==> config.mk <==
export PLATFORM = sky130hd
export DESIGN_NAME = tenc_flash_encoder
export DESIGN_NICKNAME = d
export VERILOG_FILES = /design/src/rtl/tenc_pkg.sv /design/src/rtl/tenc_capture.sv /design/src/rtl/tenc_bubble_fix.sv /design/src/rtl/tenc_therm2gray.sv /design/src/rtl/tenc_gray2bin.sv /design/src/rtl/tenc_flash_encoder.sv
export SDC_FILE = /design/constraint.sdc
export NUM_CORES = 1
export LEC_CHECK = 0
export BUFFER_PORTS_ARGS = -buffer_cell sky130_fd_sc_hd__buf_2
export CELL_PAD_IN_SITES_DETAIL_PLACEMENT = 1
export CELL_PAD_IN_SITES_GLOBAL_PLACEMENT = 1
export CORE_AREA = 2 2 57 59
export CTS_CLUSTER_SIZE = 8
export DETAILED_ROUTE_END_ITERATION = 10
export DIE_AREA = 0 0 59 61
export PLACE_DENSITY = 0.77
export RECOVER_POWER = 50
export SYNTH_ARGS = -nofsm -noshare
export SYNTH_HDL_FRONTEND = slang
export SYNTH_SLANG_ARGS = --single-unit
export TNS_END_PERCENT = 1
==> constraint.sdc <==
create_clock -name clk -period 2.11 [get_ports clk]
set_input_delay 0.1055 -clock clk [delete_from_list [all_inputs] [get_ports clk]]
set_output_delay 0.1055 -clock clk [all_outputs]
set_load 0.01 [all_outputs]
==> src/rtl/tenc_pkg.sv <==
`timescale 1ns/1ps
// tenc_pkg: helpers shared by the thermometer encoder.
// Assumes: comparator counts stay below 32, so a 32-bit tap mask is enough.
package tenc_pkg;

    // Comparator count for a stage variant (0 = wide, 1 = narrow).
    function automatic int tenc_cmp_count(input int stage);
        return (stage == 0) ? 14 : 7;
    endfunction

    // Code width needed to hold levels 0..ncmp.
    function automatic int tenc_code_width(input int ncmp);
        return $clog2(ncmp + 1);
    endfunction

    // Number of trailing zero bits of a positive integer.
    function automatic int tenc_trailing_zeros(input int k);
        int v;
        int z;
        v = k;
        z = 0;
        while ((v > 0) && ((v % 2) == 0)) begin
            v = v / 2;
            z = z + 1;
        end
        return z;
    endfunction

    // Thermometer taps that feed one Gray bit.
    // Gray bit b toggles at every level k whose trailing-zero count is b.
    function automatic logic [31:0] tenc_gray_taps(input int bit_idx, input int ncmp);
        logic [31:0] m;
        m = '0;
        for (int k = 1; k <= ncmp; k++) begin
            if (tenc_trailing_zeros(k) == bit_idx) begin
                m[k-1] = 1'b1;
            end
        end
        return m;
    endfunction

endpackage

==> src/rtl/tenc_capture.sv <==
`timescale 1ns/1ps
// tenc_capture: registers the comparator vector when the strobe is high,
// and raises a one-cycle "fresh" flag in the following cycle.
// Assumes: the comparator outputs are settled when the strobe is sampled.
module tenc_capture #(
    parameter int NCMP = 14
) (
    input  logic            clk,
    input  logic            rst_n,
    input  logic            strobe_i,
    input  logic [NCMP-1:0] cmp_i,
    output logic [NCMP-1:0] therm_o,
    output logic            fresh_o
);

    // Capture register: loads only on a strobe and clears on reset.
    always_ff @(posedge clk) begin
        if (!rst_n) begin
            therm_o <= '0;
            fresh_o <= 1'b0;
        end else begin
            fresh_o <= strobe_i;
            if (strobe_i) begin
                therm_o <= cmp_i;
            end
        end
    end

    // with no strobe, the captured vector must not move.
    p_hold_without_strobe_r5: assert property (@(posedge clk) disable iff (!rst_n)
        !strobe_i |=> $stable(therm_o));

endmodule

==> src/rtl/tenc_bubble_fix.sv <==
`timescale 1ns/1ps
// tenc_bubble_fix: three-input majority filter over the thermometer.
// Each bit is replaced by the majority of itself and its two neighbours.
// Below bit 0 a virtual 1 is assumed, and above the top bit a virtual 0.
// This removes any single bit that disagrees with both of its neighbours.
// Assumes: purely combinational; the output is registered downstream.
module tenc_bubble_fix #(
    parameter int NCMP = 14
) (
    input  logic [NCMP-1:0] therm_i,
    output logic [NCMP-1:0] therm_o
);

    localparam int EXT_W = NCMP + 2;

    logic [EXT_W-1:0] ext;

    // Pad the vector with the known end values.
    assign ext = {1'b0, therm_i, 1'b1};

    genvar k;
    generate
        for (k = 0; k < NCMP; k++) begin : g_vote
            // Majority vote of positions k-1, k and k+1 (offset by one in ext).
            assign therm_o[k] = (ext[k]   & ext[k+1]) |
                                (ext[k+1] & ext[k+2]) |
                                (ext[k]   & ext[k+2]);
        end
    endgenerate

    // a clean thermometer must pass through the filter unchanged.
    always_comb begin
        if ((therm_i & (therm_i + 1'b1)) == '0) begin
            p_clean_passthrough_r2: assert (therm_o == therm_i);
        end
    end

endmodule

==> src/rtl/tenc_therm2gray.sv <==
`timescale 1ns/1ps
// tenc_therm2gray: encodes a thermometer into Gray code with XOR trees.
// Each thermometer bit feeds exactly one Gray bit, so a single wrong
// comparator output disturbs only one Gray bit.
// Assumes: NCMP < 2**CODE_W.
module tenc_therm2gray
    import tenc_pkg::*;
#(
    parameter int NCMP   = 14,
    parameter int CODE_W = 4
) (
    input  logic [NCMP-1:0]   therm_i,
    output logic [CODE_W-1:0] gray_o
);

    genvar b;
    generate
        for (b = 0; b < CODE_W; b++) begin : g_bit
            localparam logic [31:0] TAPS = tenc_gray_taps(b, NCMP);
            // Parity of the thermometer taps that belong to this Gray bit.
            assign gray_o[b] = ^(therm_i & TAPS[NCMP-1:0]);
        end
    endgenerate

endmodule

==> src/rtl/tenc_gray2bin.sv <==
`timescale 1ns/1ps
// tenc_gray2bin: converts Gray code to binary with a prefix XOR.
// Results above MAXV are clamped to MAXV; the clamp is built only
// when MAXV leaves codes unused.
// Assumes: MAXV <= 2**CODE_W - 1.
module tenc_gray2bin #(
    parameter int CODE_W = 4,
    parameter int MAXV   = 14
) (
    input  logic [CODE_W-1:0] gray_i,
    output logic [CODE_W-1:0] bin_o
);

    localparam int              FULL     = (1 << CODE_W) - 1;
    localparam logic [CODE_W-1:0] MAX_CODE = CODE_W'(MAXV);

    logic [CODE_W-1:0] bin_raw;

    // Prefix XOR, taken from the top bit down.
    always_comb begin
        logic acc;
        acc = 1'b0;
        for (int i = CODE_W - 1; i >= 0; i--) begin
            acc        = acc ^ gray_i[i];
            bin_raw[i] = acc;
        end
    end

    generate
        if (MAXV < FULL) begin : g_clamp
            // Saturate codes that lie beyond the top level.
            assign bin_o = (bin_raw > MAX_CODE) ? MAX_CODE : bin_raw;
        end else begin : g_pass
            assign bin_o = bin_raw;
        end
    endgenerate

endmodule

==> src/rtl/tenc_flash_encoder.sv <==
`timescale 1ns/1ps
// tenc_flash_encoder: top level of the flash sub-ADC encoder.
// Pipeline: capture on strobe -> bubble filter -> Gray -> binary -> output register.
// STAGE 0 = 14 comparators / 4-bit code; STAGE 1 = 7 comparators / 3-bit code.
// Assumes: a synchronous active-low reset, and comparator bit 0 holds the
// lowest threshold.
module tenc_flash_encoder
    import tenc_pkg::*;
#(
    parameter  int STAGE  = 0,
    localparam int NCMP   = tenc_cmp_count(STAGE),
    localparam int CODE_W = tenc_code_width(NCMP)
) (
    input  logic              clk,
    input  logic              rst_n,
    input  logic              latch_i,
    input  logic [NCMP-1:0]   cmp_i,
    output logic [CODE_W-1:0] code_o,
    output logic              valid_o
);

    localparam logic [CODE_W-1:0] TOP_CODE = CODE_W'(NCMP);

    logic [NCMP-1:0]   therm_cap;
    logic [NCMP-1:0]   therm_clean;
    logic [CODE_W-1:0] gray;
    logic [CODE_W-1:0] bin;
    logic              fresh;

    tenc_capture #(.NCMP(NCMP)) u_capture (
        .clk      (clk),
        .rst_n    (rst_n),
        .strobe_i (latch_i),
        .cmp_i    (cmp_i),
        .therm_o  (therm_cap),
        .fresh_o  (fresh)
    );

    tenc_bubble_fix #(.NCMP(NCMP)) u_bubble (
        .therm_i (therm_cap),
        .therm_o (therm_clean)
    );

    tenc_therm2gray #(.NCMP(NCMP), .CODE_W(CODE_W)) u_t2g (
        .therm_i (therm_clean),
        .gray_o  (gray)
    );

    tenc_gray2bin #(.CODE_W(CODE_W), .MAXV(NCMP)) u_g2b (
        .gray_i (gray),
        .bin_o  (bin)
    );

    // Output register: loads the new code and raises valid one cycle after a capture.
    always_ff @(posedge clk) begin
        if (!rst_n) begin
            code_o  <= '0;
            valid_o <= 1'b0;
        end else begin
            valid_o <= fresh;
            if (fresh) begin
                code_o <= bin;
            end
        end
    end

    // a sampled strobe yields valid one clock after the capture edge.
    p_valid_after_strobe_r4: assert property (@(posedge clk) disable iff (!rst_n)
        latch_i |=> ##1 valid_o);

    // valid never rises without a strobe two edges earlier.
    p_no_spurious_valid_r4: assert property (@(posedge clk) disable iff (!rst_n)
        !latch_i |=> ##1 !valid_o);

    // the code changes only in a cycle that valid marks.
    p_code_held_r5: assert property (@(posedge clk) disable iff (!rst_n)
        !valid_o |-> $stable(code_o));

    // the registered code stays within the level range.
    p_code_range_r3: assert property (@(posedge clk) disable iff (!rst_n)
        code_o <= TOP_CODE);

    // a reset cycle leaves code and valid cleared.
    p_reset_clears_r7: assert property (@(posedge clk)
        !rst_n |=> (code_o == '0) && !valid_o);

endmodule

After elaboration in Yosys (flattened, before gate mapping)
Index checks and enable logic that the tools add are counted.
Word-level totals
  bits in latches: 0
  output and inout bits: 5
  bits in writable memories: 0
  ROM bits: 0
  logic and storage cells: 64
  memories: 0
  bits in registers: 20
  bits of input ports: 17
Cells by class
  bitwise gates (word level): 54
  eq/ne operators: 0
  $mul: 0
  $add $sub $neg: 0
  mux-type cells: 1
  divide/modulo/power cells: 0
  $lt $le $gt $ge: 1
  reduce and logical (&&, ||, !) cells: 4
  shift-type cells: 0
Operators by type and width (count)
  $reduce_xor A14 Y1: 4
  $or A1 B1 Y1: 26
  $and A1 B1 Y1: 25
  $gt A4 B4 Y1 const B: 1
  $mux W4: 1
  $xor A1 B1 Y1: 3

Longest topological paths before layout
Gate-level depths: netlist of the first run.
  depth in word-level cells: 9
  gate-level depth with buffers: 9
  depth with buffers taken out: 9

Modules after synthesis
From an unflattened synthesis of the first run, not the netlist that was laid out.
Unflattened totals
  cells, all modules: 94
  area, all modules: 1084.8 µm²
By module, submodules not included
  tenc_capture: times used 1, seq. area each 300.3 µm², cells each 47, area each 570.5 µm²
  tenc_flash_encoder: times used 1, seq. area each 100.1 µm², cells each 15, area each 183.9 µm²
  tenc_bubble_fix: times used 1, seq. area each 0.0 µm², cells each 14, area each 147.6 µm²
  tenc_therm2gray: times used 1, seq. area each 0.0 µm², cells each 9, area each 105.1 µm²
  tenc_gray2bin: times used 1, seq. area each 0.0 µm², cells each 9, area each 77.6 µm²

Least setup slack after synthesis of the first run
OpenSTA, ideal clock, no wires.
  path kind: register to register
  start: reg u_capture.therm_o[2]
  end: reg code_o[0]
  required time: 1.995 ns
  library setup time: 0.115 ns
  arrival: 2.163 ns
  setup slack: -0.167 ns
  buffers on the path: 0
  cell stages (with the launch flop): 10
  period minus slack after synthesis: 2.277 ns
  path through: dfxtp_1 -> maj3_1 -> xnor2_1 -> ha_1 -> xor2_1 -> xnor3_2 -> ha_1 -> nand2_1 -> o22ai_1 -> o21a_1
Between the ends
  longest elaborated chain between the ends: 9
  elaborated cells between the ends (all ways): 18
  those cells by class: order compare: 1; mux: 1; bitwise: 13; reduce/logical: 3
RTL lines
  start: declaration: line tenc_capture.sv:12  | output logic [NCMP-1:0] therm_o,
  start signal: assignment: line tenc_capture.sv:24  | therm_o <= cmp_i;
  $and A1 B1 Y1: line tenc_bubble_fix.sv:25, tenc_bubble_fix.sv:26
  $or A1 B1 Y1: line tenc_bubble_fix.sv:25  | assign therm_o[k] = (ext[k] & ext[k+1]) |
  $or A1 B1 Y1: line tenc_bubble_fix.sv:26  | (ext[k+1] & ext[k+2]) |
  $reduce_xor A14 Y1: line tenc_therm2gray.sv:21  | assign gray_o[b] = ^(therm_i & TAPS[NCMP-1:0]);
  $xor A1 B1 Y1 (3 in a row): line tenc_gray2bin.sv:24  | acc = acc ^ gray_i[i];
  $gt A4 B4 Y1: line tenc_gray2bin.sv:32  | assign bin_o = (bin_raw > MAX_CODE) ? MAX_CODE : bin_raw;
  $mux W4 (*): line tenc_gray2bin.sv:32
  end signal: assignment: line tenc_flash_encoder.sv:62  | code_o <= bin;
  end: declaration: line tenc_flash_encoder.sv:18  | output logic [CODE_W-1:0] code_o,
Mark *: on every way between the ends. The rest lies on a longest branch, timed or not.
A chain may end at the register's enable or synchronous reset.

Worst setup path after layout of the first run
  start: reg u_capture.therm_o[3]
  end: reg code_o[0]
Same word-level chain as after synthesis.

==> results of run 1 <==
-- cell families after synthesis --
family                     count (synthesis)  share of synthesized area
and+or+nand+nor                           35                      0.177
DFF                                       20                      0.389
muxes                                     17                      0.165
AOI/OAI and AO/OA                         11                     0.0656
xor gates and xnor gates                  11                      0.108
adders and majority gates                  7                     0.0753
buffers and inverters                      5                     0.0194
-- power by group through the flow --
stage	combinational, W	clock [W]	sequential, W
2_1_floorplan	0.000129	0	0.000437
3_3_place_gp	0.000200	0	0.000429
3_5_place_dp	0.000217	0	0.000432
4_1_cts	0.000234	0.000186	0.000425
5_1_grt	0.000264	0.000210	0.000429
6_report	0.000239	0.000181	0.000425
-- tightest hold or removal path, cell delays in order --
cell and delay (ps):
buf_2 80, mux2i_1 60, nor2b_1 90
-- synth_stat cells, drive strengths merged --
| cell | number | area [um2] |
|---|---|---|
| clkbuf | 3 | 11.3 |
| inv | 1 | 3.75 |
| o21ai | 3 | 15.0 |
| mux2i | 17 | 170 |
| xnor3 | 1 | 23.8 |
| o22a | 1 | 8.76 |
| a21oi | 4 | 20.0 |
| dfxtp | 20 | 400 |
| xor2 | 5 | 43.8 |
| o22ai | 1 | 6.26 |
| o21a | 1 | 7.51 |
| nor2 | 7 | 26.3 |
| and2 | 2 | 12.5 |
| xnor2 | 5 | 43.8 |
| nor2b | 16 | 100 |
| buf | 1 | 5.00 |
| nand3b | 1 | 7.51 |
| a32o | 1 | 10.0 |
| ha | 2 | 25.0 |
| nor4 | 1 | 6.26 |
| maj3 | 5 | 52.6 |
| nand2 | 8 | 30.0 |
-- sequential cells by signal, indices dropped and copies added (netlist names) --
register,cells
valid_o,1
code_o,4
u_capture.fresh_o,1
u_capture.therm_o,14
-- layer usage --
metal	wire, um	share of wire	vias to the layer above	global-route usage
met4	29	0.012	0	0.0779
li1	-	-	430	-
met2	1230	0.51	11	0.256
met5	0	0	-	0
met1	1080	0.45	394	0.192
met3	62	0.026	4	0.0256
-- metrics by stage --
| stage | TNS (ps) | instance area (um2) |
|---|---|---|
| floorplan | -36.9 | 1050 |
| detailed placement | -242 | 1260 |
| CTS | -206 | 1320 |
| finish | -239 | 1330 |
| global placement | -43.1 | 1260 |
| global route | -488 | 1330 |
-- repair_timing --
| action | CTS | global route |
|---|---|---|
| endpoints found under the hold margin | 0 | 0 |
| gates resized for setup | 9 | 0 |
| pin swaps | 6 | 0 |
| setup endpoints to repair | 2 | 2 |
| cloned | 0 | 0 |
| setup buffers | 2 | 1 |
-- layout by cell type (no fill, tap or decap), types with 3 or more instances in the layout --
master	instances
a21oi_1	4
buf_2	20
buf_4	14
clkbuf_4	3
dfxtp_1	14
dfxtp_2	6
maj3_2	4
mux2i_1	17
nand2_1	7
nor2_1	7
nor2b_1	15
xnor2_1	4
xor2_1	5
-- worst max-delay path by stage --
stage	startpoint	to
finish	u_capture.therm_o[3]$_SDFFE_PN0P_	code_o[0]$_SDFFE_PN0P_
global route	u_capture.therm_o[4]$_SDFFE_PN0P_	code_o[0]$_SDFFE_PN0P_
CTS	u_capture.therm_o[3]$_SDFFE_PN0P_	code_o[0]$_SDFFE_PN0P_
floorplan	u_capture.therm_o[2]$_SDFFE_PN0P_	code_o[0]$_SDFFE_PN0P_
detailed placement	u_capture.therm_o[12]$_SDFFE_PN0P_	code_o[0]$_SDFFE_PN0P_
global placement	u_capture.therm_o[3]$_SDFFE_PN0P_	code_o[0]$_SDFFE_PN0P_
-- final cells by class --
class,instances,share of cell area
Multi-Input combinational cell,81,0.484
Sequential cell,20,0.308
Timing Repair Buffer,35,0.158
Tap cell,33,0.0311
Clock buffer,3,0.0170
Inverter,1,0.00283
==> results.json, run 1 <==
{
  "reg2regPathDepth": 9,
  "leakage_nw": 0.586,
  "antenna_found_initial": 0,
  "core-area_um2": 2950,
  "synth_nets": 125,
  "final-setup-viol-count": 2,
  "layout.nets": 161,
  "clockBufferDepth": 2,
  "syn_area_um2": 1030,
  "overflow": 0,
  "worst-path-buf-inv": 0,
  "final_layout_size_suffix_gt1_frac": 0.371,
  "clk_pin_slew_ps": 110,
  "hp-class": "in -> reg",
  "root_buffer": "clkbuf_4",
  "post-route-period-util": 1.06,
  "grt_max_degree": 21,
  "syn_inst": 106,
  "grt_pass1_wl_mm": 4.02,
  "multi_input_comb_area_um2": 642,
  "final_core_util": 0.449,
  "critical_path_class": "reg -> reg",
  "fill_cells": 356,
  "r2r-start": "u_capture.therm_o[3]$_SDFFE_PN0P_",
  "status": "finished, violations left",
  "crit_fanout": 2,
  "ys_ff_latch": 20,
  "crit_slowest_cell": "dfxtp_2",
  "internal-power_w": 0.000603,
  "rows": 20,
  "yosys.cell_types.count": 24,
  "hold_buffers": 0,
  "drcViolationCount": 0,
  "yosysSeqAreaShare": 0.389,
  "min_to": "u_capture.therm_o[0]$_SDFFE_PN0P_",
  "diodes": 0,
  "ir_drop_mv": 0.387,
  "relSlewSlack": 0.303,
  "die_height_um": 61,
  "cp-start-kind": "flip-flop",
  "hold_viol": 0,
  "timing.final.ws_setup_ps": -124,
  "synth_area_per_cell_um2": 9.71,
  "reg2reg_to": "code_o[0]$_SDFFE_PN0P_",
  "via_per_inst": 4.85,
  "dieArea_um2": 3600,
  "finalWirelength_mm": 2.40,
  "r2r_slack_ps": -120,
  "rsz0062_at_grt": "yes",
  "grt_pass1_vias": 842,
  "tritoncts": "built",
  "regArea_um2": 408,
  "fp.dieW_um": 59,
  "worst_pin_slew_ps": 1050,
  "dpl_worst_slack_ps": -186,
  "place_hpwl_mm": 1.82,
  "fin_skew_ps": 2.80,
  "numClockSinks": 20,
  "power_density_nw_per_um2": 637,
  "power_frac_clock": 0.215,
  "wl_per_cell_um": 13.9,
  "antenna_left": 0,
  "port_buffers": 21,
  "slew_violations": 0,
  "switchingPower_w": 0.000242,
  "cts_buffers": 3,
  "path_cells": "maj3_2 > xnor2_2 > ha_1 > xor2_1 > xnor3_2 > ha_4 > nor2b_4 > o22ai_1 > o21a_1",
  "cp.depth": 9,
  "seq_power_share": 0.503,
  "max_freq_mhz": 448,
  "ys_warn_count": 0,
  "clkLatencyLatePin_ps": 300,
  "drt_pass1_iterations": 2,
  "start_util": 0.349,
  "endpoint_kind": "flip-flop",
  "syn2layout_area_growth_pct": 28.8,
  "final_cells": 173,
  "cpLargestDelayFamily": "adder cells",
  "finalPower_w": 0.000845,
  "drv_cap": 0,
  "dp_cells": 167,
  "grt_usage": 0.153,
  "cp_slowest_stage_delay_ps": 340,
  "cp.required_ps": 2320,
  "hold_depth": 3,
  "holdWs_ps": 60.3,
  "io_pins": 22,
  "first_iter_violations": 5,
  "combPwrFrac": 0.283,
  "period_minus_slack_ps": 2230,
  "violations": "negative setup slack",
  "switching_share": 0.286,
  "gp_congestion": 0.686,
  "crit_arrival_ps": 2440,
  "htree_levels": 1,
  "min_from": "cmp_i[0]",
  "via_count": 839
}
(Power assumes the default switching activity.)
==> run 2: changes to the inputs <==
--- a/config.mk
+++ b/config.mk
@@ -7,14 +7,15 @@
 export LEC_CHECK = 0
 export BUFFER_PORTS_ARGS = -buffer_cell sky130_fd_sc_hd__buf_2
 export CELL_PAD_IN_SITES_DETAIL_PLACEMENT = 1
-export CELL_PAD_IN_SITES_GLOBAL_PLACEMENT = 1
-export CORE_AREA = 2 2 57 59
+export CELL_PAD_IN_SITES_GLOBAL_PLACEMENT = 2
+export CORE_AREA = 2 2 63 65
 export CTS_CLUSTER_SIZE = 8
 export DETAILED_ROUTE_END_ITERATION = 10
-export DIE_AREA = 0 0 59 61
+export DIE_AREA = 0 0 65 67
 export PLACE_DENSITY = 0.77
 export RECOVER_POWER = 50
 export SYNTH_ARGS = -nofsm -noshare
 export SYNTH_HDL_FRONTEND = slang
+export SYNTH_HIERARCHICAL = 1
 export SYNTH_SLANG_ARGS = --single-unit
 export TNS_END_PERCENT = 1
==> results.json, run 2 <==
{
  "syn_area_um2": 1080,
  "reg2reg_to": "code_o[3]$_SDFFE_PN0P_",
  "critical_path_class": "reg -> reg",
  "cpLargestDelayFamily": "XOR/XNOR gates",
  "reg.largest.list": "u_capture/therm_o: 14 flops, code_o: 4 flops",
  "tritoncts": "built",
  "crit_arrival_ps": 2240,
  "post-route-period-util": 0.992,
  "gp_congestion": 0.728,
  "min_to": "u_capture/therm_o[1]$_SDFFE_PN0P_",
  "leakage_nw": 0.625,
  "switching_share": 0.260,
  "grt_pass1_wl_mm": 3.68,
  "diodes": 0,
  "cp_slowest_stage_delay_ps": 330,
  "synth_area_per_cell_um2": 11.5,
  "synth_edf_count": 0,
  "hold_buffers": 0,
  "final_common_cell": "buf_2",
  "port_buffers": 21,
  "htree_levels": 1,
  "final-setup-viol-count": 0,
  "period_minus_slack_ps": 2090,
  "via_count": 722,
  "layout.nets": 140,
  "drcViolationCount": 0,
  "start_util": 0.301,
  "min_from": "cmp_i[1]",
  "largest_register": "u_capture/therm_o",
  "grt_max_degree": 21,
  "rows": 22,
  "path_cells": "buf_4 > maj3_2 > xor2_2 > xnor2_2 > xnor2_4 > ha_4 > nor2b_4 > a21o_1 > mux2i_1 > nor2b_1",
  "synth_top_cell_area_share": 0.369,
  "switchingPower_w": 0.000255,
  "finalWirelength_mm": 2.14,
  "hold_depth": 3,
  "synth_area_leaders": "dfxtp_1 (37%), mux2i_1 (17%), maj3_2 (12%), nor2b_1 (11%), xnor2_1 (4.8%)",
  "hold_viol": 0,
  "holdWs_ps": 108,
  "hp-class": "in -> reg",
  "grt_pass1_vias": 794,
  "cts_buffers": 3,
  "endpoint_kind": "flip-flop",
  "ys_ff_latch": 20,
  "clkLatencyLatePin_ps": 260,
  "ir_drop_mv": 0.228,
  "wl_per_cell_um": 12.8,
  "clockBufferDepth": 2,
  "synthTopCellsByCount": "dfxtp_1 (20), nor2b_1 (19), mux2i_1 (18)",
  "synthArstFlopShare": 0,
  "overflow": 0,
  "root_buffer": "clkbuf_8",
  "yosysMostFrequentCell": "dfxtp_1",
  "slew_violations": 0,
  "combPwrFrac": 0.265,
  "antenna_found_initial": 0,
  "io_pins": 22,
  "dieArea_um2": 4360,
  "fp.dieW_um": 65,
  "worst-path-buf-inv": 1,
  "r2r_slack_ps": 20,
  "yosysSeqAreaShare": 0.369,
  "reg2regPathDepth": 10,
  "r2r-start": "u_capture/therm_o[10]$_SDFFE_PN0P_",
  "syn_inst": 94,
  "final_layout_size_suffix_gt1_frac": 0.483,
  "rsz0062_at_grt": "yes",
  "clk_pin_slew_ps": 80,
  "yosys.cell_types.count": 19,
  "ys_warn_count": 6,
  "cp-start-kind": "flip-flop",
  "synth_nets": 113,
  "antenna_left": 0,
  "place_hpwl_mm": 1.54,
  "drt_pass1_iterations": 3,
  "die_height_um": 67,
  "numClockSinks": 20,
  "layout_common_cells": "buf_2 (20), mux2i_1 (18), nor2b_1 (18)",
  "crit_fanout": 3,
  "syn2layout_area_growth_pct": 26.8,
  "via_per_inst": 4.30,
  "final_core_util": 0.381,
  "largest_reg_flops": 14,
  "core-area_um2": 3610,
  "crit_slowest_cell": "dfxtp_2",
  "synth-main-ff-cell": "dfxtp_1",
  "drv_cap": 0,
  "status": "finished, final reports clean",
  "seq_power_share": 0.435,
  "grt_usage": 0.110,
  "power_frac_clock": 0.300,
  "internal-power_w": 0.000724,
  "power_density_nw_per_um2": 712,
  "worst_pin_slew_ps": 997,
  "max_freq_mhz": 478,
  "cp.required_ps": 2260,
  "fin_skew_ps": 1.95,
  "yosysTopAreaCell": "dfxtp_1",
  "first_iter_violations": 12,
  "relSlewSlack": 0.335
}
-- run 2: cell types whose count changed after synthesis, sizes merged, moves of 2 or more --
cell | previous run | this run
a21oi | 4 | 0
buf | 1 | 4
clkbuf | 3 | 1
maj3 | 5 | 12
nand2 | 8 | 0
nor2 | 7 | 0
nor2b | 16 | 19
o21ai | 3 | 0
xor2 | 5 | 2
-- run 2: worst reg2reg max path: cells and delay by family, from the launching register on --
kind	cells	cell delay, ps
AOI/OAI and AO/OA	1	170
buffers and inverters	1	140
xor gates and xnor gates	3	610
and+or+nand+nor	2	110
muxes	1	140
DFF	1	330
adders and majority gates	2	500
-- run 2: timing repair --
item / CTS / global route
pin swaps: 0 / 3
resized for setup: 5 / 12
setup endpoints to repair: 3 / 3
setup buffers: 0 / 2
gates cloned: 0 / 0
-- run 2: cells by family (layout without fill, tap and decap cells) --
family                   after synthesis  after routing  share of synthesized area
adder cells (fa/ha/maj)               14             14                      0.148
multiplexers                          18             18                      0.166
XOR/XNOR                              10             10                      0.106
AND/OR/NAND/NOR                       23             23                      0.135
AO/OA/AOI/OAI                          3              3                     0.0231
flip-flops                            20             20                      0.369
buffers and inverters                  6             32                     0.0531
-- run 2: layout make-up --
type	count	area, um2
well taps	48	60.1
repair buffers	27	149
fillers	404	2230
multi-input cells	68	697
inverters	1	3.75
clock buffers	4	55.1
flip-flops and latches	20	410
-- run 2: worst max-delay path by stage --
stage | startpoint | end | slack, ps | depth (start not counted)
detailed placement | u_capture/therm_o[3]$_SDFFE_PN0P_ | code_o[0]$_SDFFE_PN0P_ | -60 | 10
global route | u_capture/therm_o[10]$_SDFFE_PN0P_ | code_o[0]$_SDFFE_PN0P_ | -70 | 9
floorplan | u_capture/therm_o[10]$_SDFFE_PN0P_ | code_o[2]$_SDFFE_PN0P_ | 40 | 10
finish | u_capture/therm_o[10]$_SDFFE_PN0P_ | code_o[3]$_SDFFE_PN0P_ | 20 | 10
CTS | u_capture/therm_o[10]$_SDFFE_PN0P_ | code_o[2]$_SDFFE_PN0P_ | 2 | 10
global placement | u_capture/therm_o[4]$_SDFFE_PN0P_ | code_o[2]$_SDFFE_PN0P_ | 40 | 10
-- run 2: power groups by stage --
stage | clock (W) | sequential [W] | combinational [W]
after floorplan | 0 | 0.000431 | 0.000138
after global placement | 0 | 0.000433 | 0.000187
after detailed placement | 0 | 0.000434 | 0.000197
after CTS | 0.000303 | 0.000426 | 0.000209
after global routing | 0.000329 | 0.000431 | 0.000286
final | 0.000294 | 0.000425 | 0.000260
-- run 2: metal layers --
metal  vias up  wire length (um)  global-route usage
li1        364                 -                   -
met1       344               917               0.125
met5         -                 0                   0
met3         0                79              0.0304
met2        14              1140               0.205
met4         0                 0              0.0239
-- run 2: per-stage QoR --
step                area, um2  total power (W)  TNS, ps  worst slack (ps)  instances
floorplan                1080         0.000570        0              38.4         94
global placement         1230         0.000620        0              44.0        162
finish                   1380         0.000979        0              16.4        168
detailed placement       1230         0.000631    -96.3             -60.5        162
CTS                      1310         0.000938        0              1.96        166
global route             1380          0.00105     -174             -72.1        168
==> run 3: changes to the inputs <==
--- a/config.mk
+++ b/config.mk
@@ -13,7 +13,6 @@
 export DETAILED_ROUTE_END_ITERATION = 10
 export DIE_AREA = 0 0 65 67
 export PLACE_DENSITY = 0.77
-export RECOVER_POWER = 50
 export SYNTH_ARGS = -nofsm -noshare
 export SYNTH_HDL_FRONTEND = slang
 export SYNTH_HIERARCHICAL = 1
==> constraint.sdc (replaced) <==
create_clock -name clk -period 2.11 [get_ports clk]
set_input_delay 0.422 -clock clk [delete_from_list [all_inputs] [get_ports clk]]
set_output_delay 0.422 -clock clk [all_outputs]
set_load 0.01 [all_outputs]
==> results.json, run 3 (synthesis gave the netlist of run 2 again) <==
{
  "r2r_slack_ps": 20,
  "rsz0062_at_grt": "yes",
  "cts_buffers": 3,
  "reg.largest.list": "u_capture/therm_o: 14 flops, code_o: 4 flops",
  "ir_drop_mv": 0.228,
  "die_height_um": 67,
  "place_hpwl_mm": 1.54,
  "min_from": "cmp_i[1]",
  "met1_usage": 0.125,
  "critical_path_class": "reg -> reg",
  "first_iter_violations": 12,
  "core-area_um2": 3610,
  "reg2reg_to": "code_o[3]$_SDFFE_PN0P_",
  "timing.final.ws_setup_ps": 16.4,
  "layout_common_cells": "buf_2 (21), mux2i_1 (18), nor2b_1 (18)",
  "leakage_nw": 0.627,
  "overflow": 0,
  "fill_cells": 405,
  "hold_depth": 3,
  "min_to": "u_capture/therm_o[1]$_SDFFE_PN0P_",
  "dp_cells": 162,
  "port_buffers": 21,
  "final_common_cell": "buf_2",
  "reg2regPathDepth": 10,
  "relSlewSlack": 0.721,
  "crit_fanout": 3,
  "grt_usage": 0.110,
  "antenna_left": 0,
  "gp_congestion": 0.728,
  "crit_arrival_ps": 2240,
  "final_cells": 168,
  "top_usage_layer": "met2",
  "cp.required_ps": 2260,
  "wl_per_cell_um": 12.8,
  "finalWirelength_mm": 2.14,
  "via_per_inst": 4.30,
  "grt_pass1_vias": 794,
  "largest_register": "u_capture/therm_o",
  "period_minus_slack_ps": 2090,
  "layout.nets": 140,
  "largest_reg_flops": 14,
  "fp.dieW_um": 65,
  "dieArea_um2": 4360,
  "placed_area_um2": 1230,
  "finalPower_w": 0.000979,
  "rows": 22,
  "slew_violations": 0,
  "clk_pin_slew_ps": 80,
  "drt_pass1_iterations": 3,
  "htree_levels": 1,
  "max_freq_mhz": 478,
  "final_cell_area_um2": 1380,
  "hold_viol": 0,
  "numClockSinks": 20,
  "worst_pin_slew_ps": 419,
  "grt.met3_usage": 0.0304,
  "final_layout_size_suffix_gt1_frac": 0.492,
  "use_met2": 0.205,
  "cp-start-kind": "flip-flop",
  "post-route-period-util": 0.992,
  "io_pins": 22,
  "endpoint_kind": "flip-flop",
  "final-setup-viol-count": 0,
  "drcViolationCount": 0,
  "start_util": 0.301,
  "root_buffer": "clkbuf_8",
  "r2r-start": "u_capture/therm_o[10]$_SDFFE_PN0P_",
  "clockBufferDepth": 2,
  "clkLatencyLatePin_ps": 260,
  "via_count": 722,
  "antenna_found_initial": 0,
  "status": "finished, final reports clean",
  "syn2layout_area_growth_pct": 26.9,
  "grt_max_degree": 21,
  "power_density_nw_per_um2": 711,
  "drv_cap": 0,
  "hp-class": "in -> reg",
  "fin_skew_ps": 1.95,
  "grt_pass1_wl_mm": 3.68,
  "tritoncts": "built",
  "dpl_worst_slack_ps": -60.5,
  "diodes": 0
}
==> run 3: cell count changes in the layout (fill, tap and decap cells not counted) <==
cell	delta
buf_2	+1
clkbuf_1	-1
==> run 3: layout make-up <==
class	count	area (um2)	area share
Clock buffer	4	55.1	0.0400
Timing Repair Buffer	27	150	0.109
Sequential cell	20	410	0.298
Multi-Input combinational cell	68	697	0.506
Tap cell	48	60.1	0.0436
Inverter	1	3.75	0.00273
==> run 3: power breakdown <==
| group | internal (W) | leakage [nW] | switching (W) | total [W] |
|---|---|---|---|---|
| sequential | 0.000402 | 0.167 | 0.0000232 | 0.000425 |
| clock | 0.000166 | 0.0288 | 0.000128 | 0.000294 |
| combinational | 0.000156 | 0.432 | 0.000104 | 0.000260 |
| total | 0.000724 | 0.627 | 0.000255 | 0.000979 |
==> run 3: per-layer routing <==
metal,vias to the layer above,wire length [um]
met4,0,0
li1,364,-
met2,14,1140
met1,344,917
met5,-,0
met3,0,79
==> run 3: worst max path at each step <==
stage,slack [ps],cells after the start,to,startpoint
3_5_place_dp,-60,10,code_o[0]$_SDFFE_PN0P_,u_capture/therm_o[3]$_SDFFE_PN0P_
5_1_grt,-70,9,code_o[0]$_SDFFE_PN0P_,u_capture/therm_o[10]$_SDFFE_PN0P_
3_3_place_gp,40,10,code_o[2]$_SDFFE_PN0P_,u_capture/therm_o[4]$_SDFFE_PN0P_
4_1_cts,2,10,code_o[2]$_SDFFE_PN0P_,u_capture/therm_o[10]$_SDFFE_PN0P_
2_1_floorplan,40,10,code_o[2]$_SDFFE_PN0P_,u_capture/therm_o[10]$_SDFFE_PN0P_
6_report,20,10,code_o[3]$_SDFFE_PN0P_,u_capture/therm_o[10]$_SDFFE_PN0P_
==> run 3: critical path, stage by stage (launching register included) <==
cell     delay (ps)
dfxtp_2         330
buf_4           140
maj3_2          330
xor2_2          160
xnor2_2         270
xnor2_4         170
ha_4            170
nor2b_4          50
a21o_1          170
mux2i_1         140
nor2b_1          60
==> run 3: timing repair <==
action                                  CTS  global route
buffers inserted                          0             2
gates cloned                              0             0
pin swaps                                 0             3
endpoints found under the setup margin    3             3
hold buffers                              0             0
resized for setup                         5            12
==> run 3: per-stage QoR <==
step | utilization | TNS (ps) | hold slack (ps)
after floorplan | - | 0 | 511
after global routing | 0.382 | -174 | 424
final | 0.382 | 0 | 424
after global placement | 0.340 | 0 | 491
after CTS | 0.362 | 0 | 423
after detailed placement | 0.340 | -96.3 | 502
